### src/rtl/pp_sar_pkg.sv
package pp_sar_pkg;
  // the scheme is ping-pong: two DAC channels alternate roles
  localparam int unsigned NUM_CH = 2;

  typedef enum logic [1:0] {
    PH_IDLE   = 2'd0,
    PH_SETTLE = 2'd1,
    PH_DECIDE = 2'd2
  } phase_e;
endpackage

### src/rtl/pp_sar_roles.sv
module pp_sar_roles #(
  parameter int unsigned NCH = 2
) (
  input  logic           clk,
  input  logic           rst_n,
  input  logic           period_start,
  output logic [NCH-1:0] track_vec,
  output logic           primed
);
  // one-hot rotation of the tracking role; primed after first boundary
  always_ff @(posedge clk or negedge rst_n) begin
    if (!rst_n) begin
      track_vec <= NCH'(1);
      primed    <= 1'b0;
    end else if (period_start) begin
      track_vec <= {track_vec[NCH-2:0], track_vec[NCH-1]};
      primed    <= 1'b1;
    end
  end


  role_onehot_chk: assert property (@(posedge clk) disable iff (!rst_n)
    $countones(track_vec) == 1);
endmodule

### src/rtl/pp_sar_engine.sv
module pp_sar_engine
  import pp_sar_pkg::*;
#(
  parameter int unsigned NBITS = 10
) (
  input  logic             clk,
  input  logic             rst_n,
  input  logic             period_start,
  input  logic             is_tracking,
  input  logic             primed,
  input  logic             cmp_keep,
  output logic [NBITS-1:0] code_o,
  output logic             busy_o,
  output logic             req_o,
  output logic             ovr_o,
  output logic [NBITS-1:0] word_o
);
  localparam logic [NBITS-1:0] MSB_ONE = {1'b1, {(NBITS-1){1'b0}}};

  phase_e           ph_q;
  logic [NBITS-1:0] code_q;
  logic [NBITS-1:0] ptr_q;   // one-hot: bit under trial
  logic [NBITS-1:0] decide_word;
  logic             last_dec;

  // keep or drop the trial bit, then raise the next lower one
  assign decide_word = (cmp_keep ? code_q : (code_q & ~ptr_q)) | (ptr_q >> 1);
  assign last_dec    = (ph_q == PH_DECIDE) && ptr_q[0];
  assign busy_o      = (ph_q != PH_IDLE);
  assign ovr_o       = period_start && busy_o;
  assign req_o       = ovr_o || (last_dec && !period_start);
  assign word_o      = ovr_o ? (code_q & ~ptr_q) : decide_word;
  assign code_o      = code_q;

  always_ff @(posedge clk or negedge rst_n) begin
    if (!rst_n) begin
      ph_q   <= PH_IDLE;
      code_q <= '0;
      ptr_q  <= '0;
    end else if (period_start) begin
      if (is_tracking && primed) begin
        ph_q   <= PH_SETTLE;
        code_q <= MSB_ONE;
        ptr_q  <= MSB_ONE;
      end else begin
        ph_q   <= PH_IDLE;
        code_q <= '0;
        ptr_q  <= '0;
      end
    end else begin
      unique case (ph_q)
        PH_SETTLE: ph_q <= PH_DECIDE;
        PH_DECIDE: begin
          code_q <= decide_word;
          ptr_q  <= ptr_q >> 1;
          if (ptr_q[0]) ph_q <= PH_IDLE;
        end
        default: ph_q <= PH_IDLE;
      endcase
    end
  end


  track_zero_chk: assert property (@(posedge clk) disable iff (!rst_n)
    is_tracking |-> code_q == '0);

  settle_load_chk: assert property (@(posedge clk) disable iff (!rst_n)
    (period_start && is_tracking && primed) |=> (code_q == MSB_ONE && ph_q == PH_SETTLE));

  ptr_onehot_chk: assert property (@(posedge clk) disable iff (!rst_n)
    busy_o |-> $countones(ptr_q) == 1);

  hold_final_chk: assert property (@(posedge clk) disable iff (!rst_n)
    (ph_q == PH_IDLE && !period_start) |=> $stable(code_q));
endmodule

### src/rtl/pp_sar_result.sv
module pp_sar_result #(
  parameter int unsigned NBITS = 10,
  parameter int unsigned NCH   = 2,
  localparam int unsigned CH_W = (NCH > 1) ? $clog2(NCH) : 1
) (
  input  logic             clk,
  input  logic             rst_n,
  input  logic [NCH-1:0]   req_vec,
  input  logic [NCH-1:0]   ovr_vec,
  input  logic [NBITS-1:0] word_in [NCH],
  output logic             res_valid,
  output logic [NBITS-1:0] res_data,
  output logic [CH_W-1:0]  res_chan,
  output logic             res_overrun
);
  logic             sel_any;
  logic [CH_W-1:0]  sel_idx;
  logic [NBITS-1:0] sel_word;
  logic             sel_ovr;

  always_comb begin
    sel_any  = 1'b0;
    sel_idx  = '0;
    sel_word = '0;
    sel_ovr  = 1'b0;
    for (int i = 0; i < int'(NCH); i++) begin
      if (req_vec[i] && !sel_any) begin
        sel_any  = 1'b1;
        sel_idx  = CH_W'(i);
        sel_word = word_in[i];
        sel_ovr  = ovr_vec[i];
      end
    end
  end

  always_ff @(posedge clk or negedge rst_n) begin
    if (!rst_n) begin
      res_valid   <= 1'b0;
      res_data    <= '0;
      res_chan    <= '0;
      res_overrun <= 1'b0;
    end else begin
      res_valid <= sel_any;
      if (sel_any) begin
        res_data    <= sel_word;
        res_chan    <= sel_idx;
        res_overrun <= sel_ovr;
      end
    end
  end


  single_req_chk: assert property (@(posedge clk) disable iff (!rst_n)
    $countones(req_vec) <= 1);
endmodule

### src/rtl/pp_sar_ctrl.sv
module pp_sar_ctrl
  import pp_sar_pkg::*;
#(
  parameter int unsigned NBITS = 10
) (
  input  logic             clk,
  input  logic             rst_n,
  input  logic             period_start,
  input  logic             cmp_keep,
  output logic [NBITS-1:0] trial_a,
  output logic [NBITS-1:0] trial_b,
  output logic             track_a,
  output logic             track_b,
  output logic             res_valid,
  output logic [NBITS-1:0] res_data,
  output logic             res_chan,
  output logic             res_overrun
);
  logic [NUM_CH-1:0] track_vec;
  logic              primed;
  logic [NUM_CH-1:0] req_vec, ovr_vec, busy_vec;
  logic [NBITS-1:0]  code_arr [NUM_CH];
  logic [NBITS-1:0]  word_arr [NUM_CH];

  pp_sar_roles #(.NCH(NUM_CH)) u_roles (
    .clk          (clk),
    .rst_n        (rst_n),
    .period_start (period_start),
    .track_vec    (track_vec),
    .primed       (primed)
  );

  for (genvar g = 0; g < int'(NUM_CH); g++) begin : g_ch
    pp_sar_engine #(.NBITS(NBITS)) u_eng (
      .clk          (clk),
      .rst_n        (rst_n),
      .period_start (period_start),
      .is_tracking  (track_vec[g]),
      .primed       (primed),
      .cmp_keep     (cmp_keep),
      .code_o       (code_arr[g]),
      .busy_o       (busy_vec[g]),
      .req_o        (req_vec[g]),
      .ovr_o        (ovr_vec[g]),
      .word_o       (word_arr[g])
    );
  end

  pp_sar_result #(.NBITS(NBITS), .NCH(NUM_CH)) u_res (
    .clk         (clk),
    .rst_n       (rst_n),
    .req_vec     (req_vec),
    .ovr_vec     (ovr_vec),
    .word_in     (word_arr),
    .res_valid   (res_valid),
    .res_data    (res_data),
    .res_chan    (res_chan),
    .res_overrun (res_overrun)
  );

  assign trial_a = code_arr[0];
  assign trial_b = code_arr[1];
  assign track_a = track_vec[0];
  assign track_b = track_vec[1];


  swap_chk: assert property (@(posedge clk) disable iff (!rst_n)
    period_start |=> track_a != $past(track_a));

  track_hold_chk: assert property (@(posedge clk) disable iff (!rst_n)
    !period_start |=> $stable({track_a, track_b}));

  first_quiet_chk: assert property (@(posedge clk) disable iff (!rst_n)
    (period_start && !primed) |=> !res_valid);

  overrun_chk: assert property (@(posedge clk) disable iff (!rst_n)
    (period_start && (|busy_vec)) |=> (res_valid && res_overrun));

  complete_clean_chk: assert property (@(posedge clk) disable iff (!rst_n)
    (res_valid && !res_overrun) |-> !$past(period_start));
endmodule

### config.mk
export PLATFORM = sky130hd
export DESIGN_NAME = pp_sar_ctrl
export DESIGN_NICKNAME = d
export VERILOG_FILES = /design/src/rtl/pp_sar_pkg.sv /design/src/rtl/pp_sar_roles.sv /design/src/rtl/pp_sar_engine.sv /design/src/rtl/pp_sar_result.sv /design/src/rtl/pp_sar_ctrl.sv
export SDC_FILE = /design/constraint.sdc
export NUM_CORES = 1
export LEC_CHECK = 0
export BUFFER_PORTS_ARGS = -buffer_cell sky130_fd_sc_hd__buf_2
export CORE_MARGIN = 10
export CORE_UTILIZATION = 30
export DETAILED_ROUTE_END_ITERATION = 12
export PLACE_DENSITY_LB_ADDON = 0.05
export SYNTH_ARGS = -nofsm -noshare
export SYNTH_HDL_FRONTEND = slang
export SYNTH_HIERARCHICAL = 1
export SYNTH_SLANG_ARGS = --single-unit
### constraint.sdc
create_clock -name clk -period 1.9 [get_ports clk]
set_clock_uncertainty 0.2 [all_clocks]
set_input_delay 0.38 -clock clk [delete_from_list [all_inputs] [get_ports clk]]
set_output_delay 0.38 -clock clk [all_outputs]
set_load 0.02 [all_outputs]
# Word level (Yosys, flattened, before mapping)

Cells that the tools add are included.

Register bits after elaboration: 60
Input bits: 4
Word-level logic and storage cells: 70

Equal/unequal tests: 6
Multiplexer cells: 29
Bitwise operators: 6
Reductions and logical operators: 17

Operators with widths:

| cell               | number |
|---|---|
| $mux 10            | 16 |
| $and 10x10->10     | 2 |
| $not 10->10        | 2 |
| $or 10x9->10       | 2 |
| $logic_and 1x1->1  | 9 |
| $mux 2             | 4 |
| $pmux 2 s2         | 2 |
| $reduce_bool 2->1  | 4 |
| $mux 1             | 7 |
| $ne 3x2->1 const B | 2 |
| $eq 2x1->1 const B | 2 |
| $eq 2x2->1 const B | 2 |
| $logic_not 1->1    | 2 |
| $logic_or 1x1->1   | 2 |

# Logic depth before layout (Yosys ltp)

Word-level depth: 8
Depth in mapped cells: 8

# Cells and area by module

The synthesis kept the hierarchy.

By module, submodules not included:

| module        | instances | cells an instance | area an instance (um^2) |
|---|---|---|---|
| pp_sar_engine | 2         | 123               | 1112.3 |
| pp_sar_result | 1         | 53                | 586.8 |
| pp_sar_roles  | 1         | 6                 | 105.1 |

# Least setup slack after synthesis

Ideal clock, no wire load.

Path kind: input port to flip-flop
From: input period_start
To: register u_res.res_data[0]
Library setup time: 123 ps
Data arrival time: 1486 ps
Required time: 1577 ps
Slack: 90 ps
Stages: 7
Path buffers: 4
Cell sequence: clkbuf_2 > clkbuf_1 > o21a_1 > buf_6 > buf_12 > mux2i_1 > o21ai_1

Elaborated cells between the ends (all ways): 15
Classes of those cells: 6 x mux; 9 x reduce/logical

RTL lines:

| what                                     | RTL line            | text |
|---|---|---|
| from (decl)                              | pp_sar_ctrl.sv:8    | `input logic period_start,` |
| $logic_not 1->1                          | pp_sar_engine.sv:31 | `assign req_o = ovr_o \|\| (last_dec && !period_start);` |
| $logic_and 1x1->1                        | pp_sar_engine.sv:31 |  |
| $logic_or 1x1->1 *                       | pp_sar_engine.sv:31 |  |
| via req_vec[1]                           | pp_sar_ctrl.sv:21   | `logic [NUM_CH-1:0] req_vec, ovr_vec, busy_vec;` |
| $logic_and 1x1->1 *                      | pp_sar_result.sv:27 | `if (req_vec[i] && !sel_any) begin` |
| $mux 10 / $mux 1 (equally long branches) | pp_sar_result.sv:27 |  |
| to (signal assigned)                     | pp_sar_result.sv:45 | `res_data <= sel_word;` |
| to (decl)                                | pp_sar_result.sv:12 | `output logic [NBITS-1:0] res_data,` |

Mark *: on every way through the listed nets, which the timed path passes. The rest lies on a longest branch.
A chain may end at the register's enable or synchronous reset.

==> results.cfg <==
[status]
status = finished, final reports clean

[yosys]
synth_seq_cells = 60
syn_avg_cell_area_um2 = 9.56
synth_nets = 309
yosys_warnings = 6
yosysMostFrequentCell = dfrtp_1
ys.flop_type = dfrtp_1
synth_top_area_share_pct = 50.6
syn_inst = 305
yosysUniqueCellTypes = 27
mappedNetlistArea_um2 = 2920
yosysSeqAreaShare_pct = 51.5
synth_edf_count = 0
synth_commonest_cells = dfrtp_1, nand2_1, a21oi_1, o21ai_0
synth_async_sr_flop_share_pct = 100
ys_top_cells_by_area = dfrtp_1, a21oi_1, nand2_1
yosysTopAreaCell = dfrtp_1

[power]
power.internal_mw = 1.86
combPwrFrac_pct = 7.6
switching_power_mw = 0.658
p_clk_share_pct = 39.6
swShare_pct = 26.2
ir_worst_vdd_v = 0.000220
p_leak_nw = 1.49
seqPwrFrac_pct = 52.8
powerDensity_nw_per_um2 = 737

[critical_path]
reg2reg_slack_ns = 0.19
cp.required_ns = 1.95
critPathLaunch = g_ch[1].u_eng/ph_q[1]
ff2ff_path_depth = 7
r2r-end = u_res/res_data[0]
crit_arrival_ns = 1.76
end_kind = register
cp_max_fo = 11
criticalPathCategory = register to register
cp-endpoint = u_res/res_data[0]
r2r_start = g_ch[1].u_eng/ph_q[1]
crit_path_start_kind = register

[floorplanning]
io_pins = 39
fp-row-count = 35
core_um2 = 9370
initial_utilization_pct = 31.1
die-area_um2 = 14100
die_x_um = 119
die_y_um = 119

[placed_design]
place_congestion = 0.707
port_buffers = 38
dpl.hpwl_mm = 5.24

[clocking]
holdBufCountCts = 1
numClockSinks = 60
cts_setup_buffers = 0
cts-htree-levels = 3
cts_buffer_depth = 2
clk-insertion-delay-late_ns = 0.34
cts_buffers = 9
cts.clk_slew.worst_paths_ns = 0.07
cts_resized = 0
tritoncts = yes
cts-root-buf = clkbuf_8

[timing]
hold_viol = 0
rsz0062_at_grt = no
worst_pin_slew_ns = 0.726
period_share_pct = 89.9
setup_viol = 0
drv_slew = 0
max_freq_ghz = 0.585
setup-tns-final_ns = 0
maxSlewHeadroom_pct = 51.6
finalCriticalPeriod_ns = 1.71

[drt]
ant_nets = 0
viasPerCell = 4.78
drt_first_pass_iters = 4
drt_iter0_drc = 125
via_count = 2268
drt-total-wl_mm = 7.75
drc = 0
post_drt_wl_per_cell_um = 16.3

[layout]
area_growth_pct = 17.1
fillers = 1017
nNetsFinal = 346
final_util_pct = 36.4
diodes = 0
drive_gt1_share_pct = 20.3

[global_routing]
grt_start_max_net_pins = 61
grt_pass1_wl_mm = 13.3
track_usage_pct = 11.7
grt_pass1_vias = 2459
gr-max-usage-layer = met2
antenna_found_initial = 0
grt_use_met2_pct = 17.6
met1_usage_pct = 15.3
grt_overflow_total = 0
grtUsageMet3_pct = 3.66

[hold_path]
hold_class = primary input to register
holdCritStartpoint = period_start

[run]
maxCapViolCount = 0
## cell usage in the layout (no fill, tap or decap)
cell            n
or2_1           1
mux2i_1        11
o21ai_0        27
buf_4           5
mux2_2          2
nand2b_1       26
or2_4           2
and3_1          2
o21ai_1        26
a21oi_1        36
a22o_1         18
nand2_8         2
nand3_1         2
nand2_1        47
dfrtp_1        59
clkinv_2        3
buf_12          4
dlygate4sd3_1   1
nor2b_1         4
inv_4           2
or2_2           1
inv_1           4
clkbuf_1        1
and2_1          2
clkbuf_8       10
nor2_1          4
buf_2          38
o21a_1          4
dfstp_2         1
## cells by family after synthesis
family / count (synthesis) / share of synthesized area (%)
flops: 60 / 51.5
compound gates: 111 / 21.7
simple gates: 93 / 16.6
mux: 13 / 4.55
buf+inv: 28 / 5.62
## layer usage
| metal | routed length, um | part of all wire [%] |
|---|---|---|
| met5 | 0 | 0 |
| met4 | 68 | 0.88 |
| met3 | 387 | 5.0 |
| met2 | 3460 | 45 |
| met1 | 3830 | 49 |
## state kept, by name, indices dropped and copies added, names as in the netlist
| register | cells |
|---|---|
| u_res/res_chan | 1 |
| u_roles/track_vec | 2 |
| u_roles/primed | 1 |
| u_res/res_valid | 1 |
| g_ch.u_eng/ph_q | 4 |
| u_res/res_overrun | 1 |
| u_res/res_data | 10 |
| g_ch.u_eng/ptr_q | 20 |
| g_ch.u_eng/code_o | 20 |
## critical path, stage by stage, from the launching register on
cell and delay, ns:
dfrtp_1 0.40, or2_4 0.29, nand2_8 0.12, inv_4 0.08, o21ai_0 0.15, a22o_1 0.18, mux2i_1 0.08, o21ai_1 0.13
## cell type report
type | count | area (um^2) | area share (%)
sequential | 60 | 1500 | 44.0
tap | 129 | 161 | 4.73
inverter | 6 | 27.5 | 0.806
clock buffer | 11 | 141 | 4.14
timing repair buffer | 48 | 318 | 9.30
multi-input combinational | 217 | 1250 | 36.6
clock inverter | 3 | 15.0 | 0.440
## metrics by stage
stage	power [mW]	std cells	worst slack, ns	hold WS [ns]	area, um^2
2_1_floorplan	1.45	305	0.0901	-0.116	2920
3_3_place_gp	1.55	459	0.0806	0.226	3250
3_5_place_dp	1.55	459	0.0710	0.223	3250
4_1_cts	2.55	474	0.182	0.269	3420
5_1_grt	2.63	474	0.0627	0.294	3420
6_report	2.52	474	0.192	0.278	3420
## power groups by stage
stage	combinational [mW]	clock [mW]	sequential, mW
2_1_floorplan	0.0605	0	1.39
3_3_place_gp	0.195	0	1.36
3_5_place_dp	0.197	0	1.35
4_1_cts	0.199	1.02	1.33
5_1_grt	0.214	1.08	1.33
6_report	0.191	0.996	1.33
## how the worst min path moves through the flow
stage / to / slack, ns / depth (start not counted)
after detailed placement: g_ch[0].u_eng/ptr_q[5] / 0.22 / 2
after global placement: g_ch[0].u_eng/ptr_q[5] / 0.23 / 2
after global routing: u_roles/track_vec[1] / 0.29 / 2
after floorplan: g_ch[0].u_eng/code_o[0] / -0.12 / 0
after CTS: u_roles/track_vec[1] / 0.27 / 2
final: u_roles/track_vec[1] / 0.28 / 2
Power figures use the tool's default switching activity.
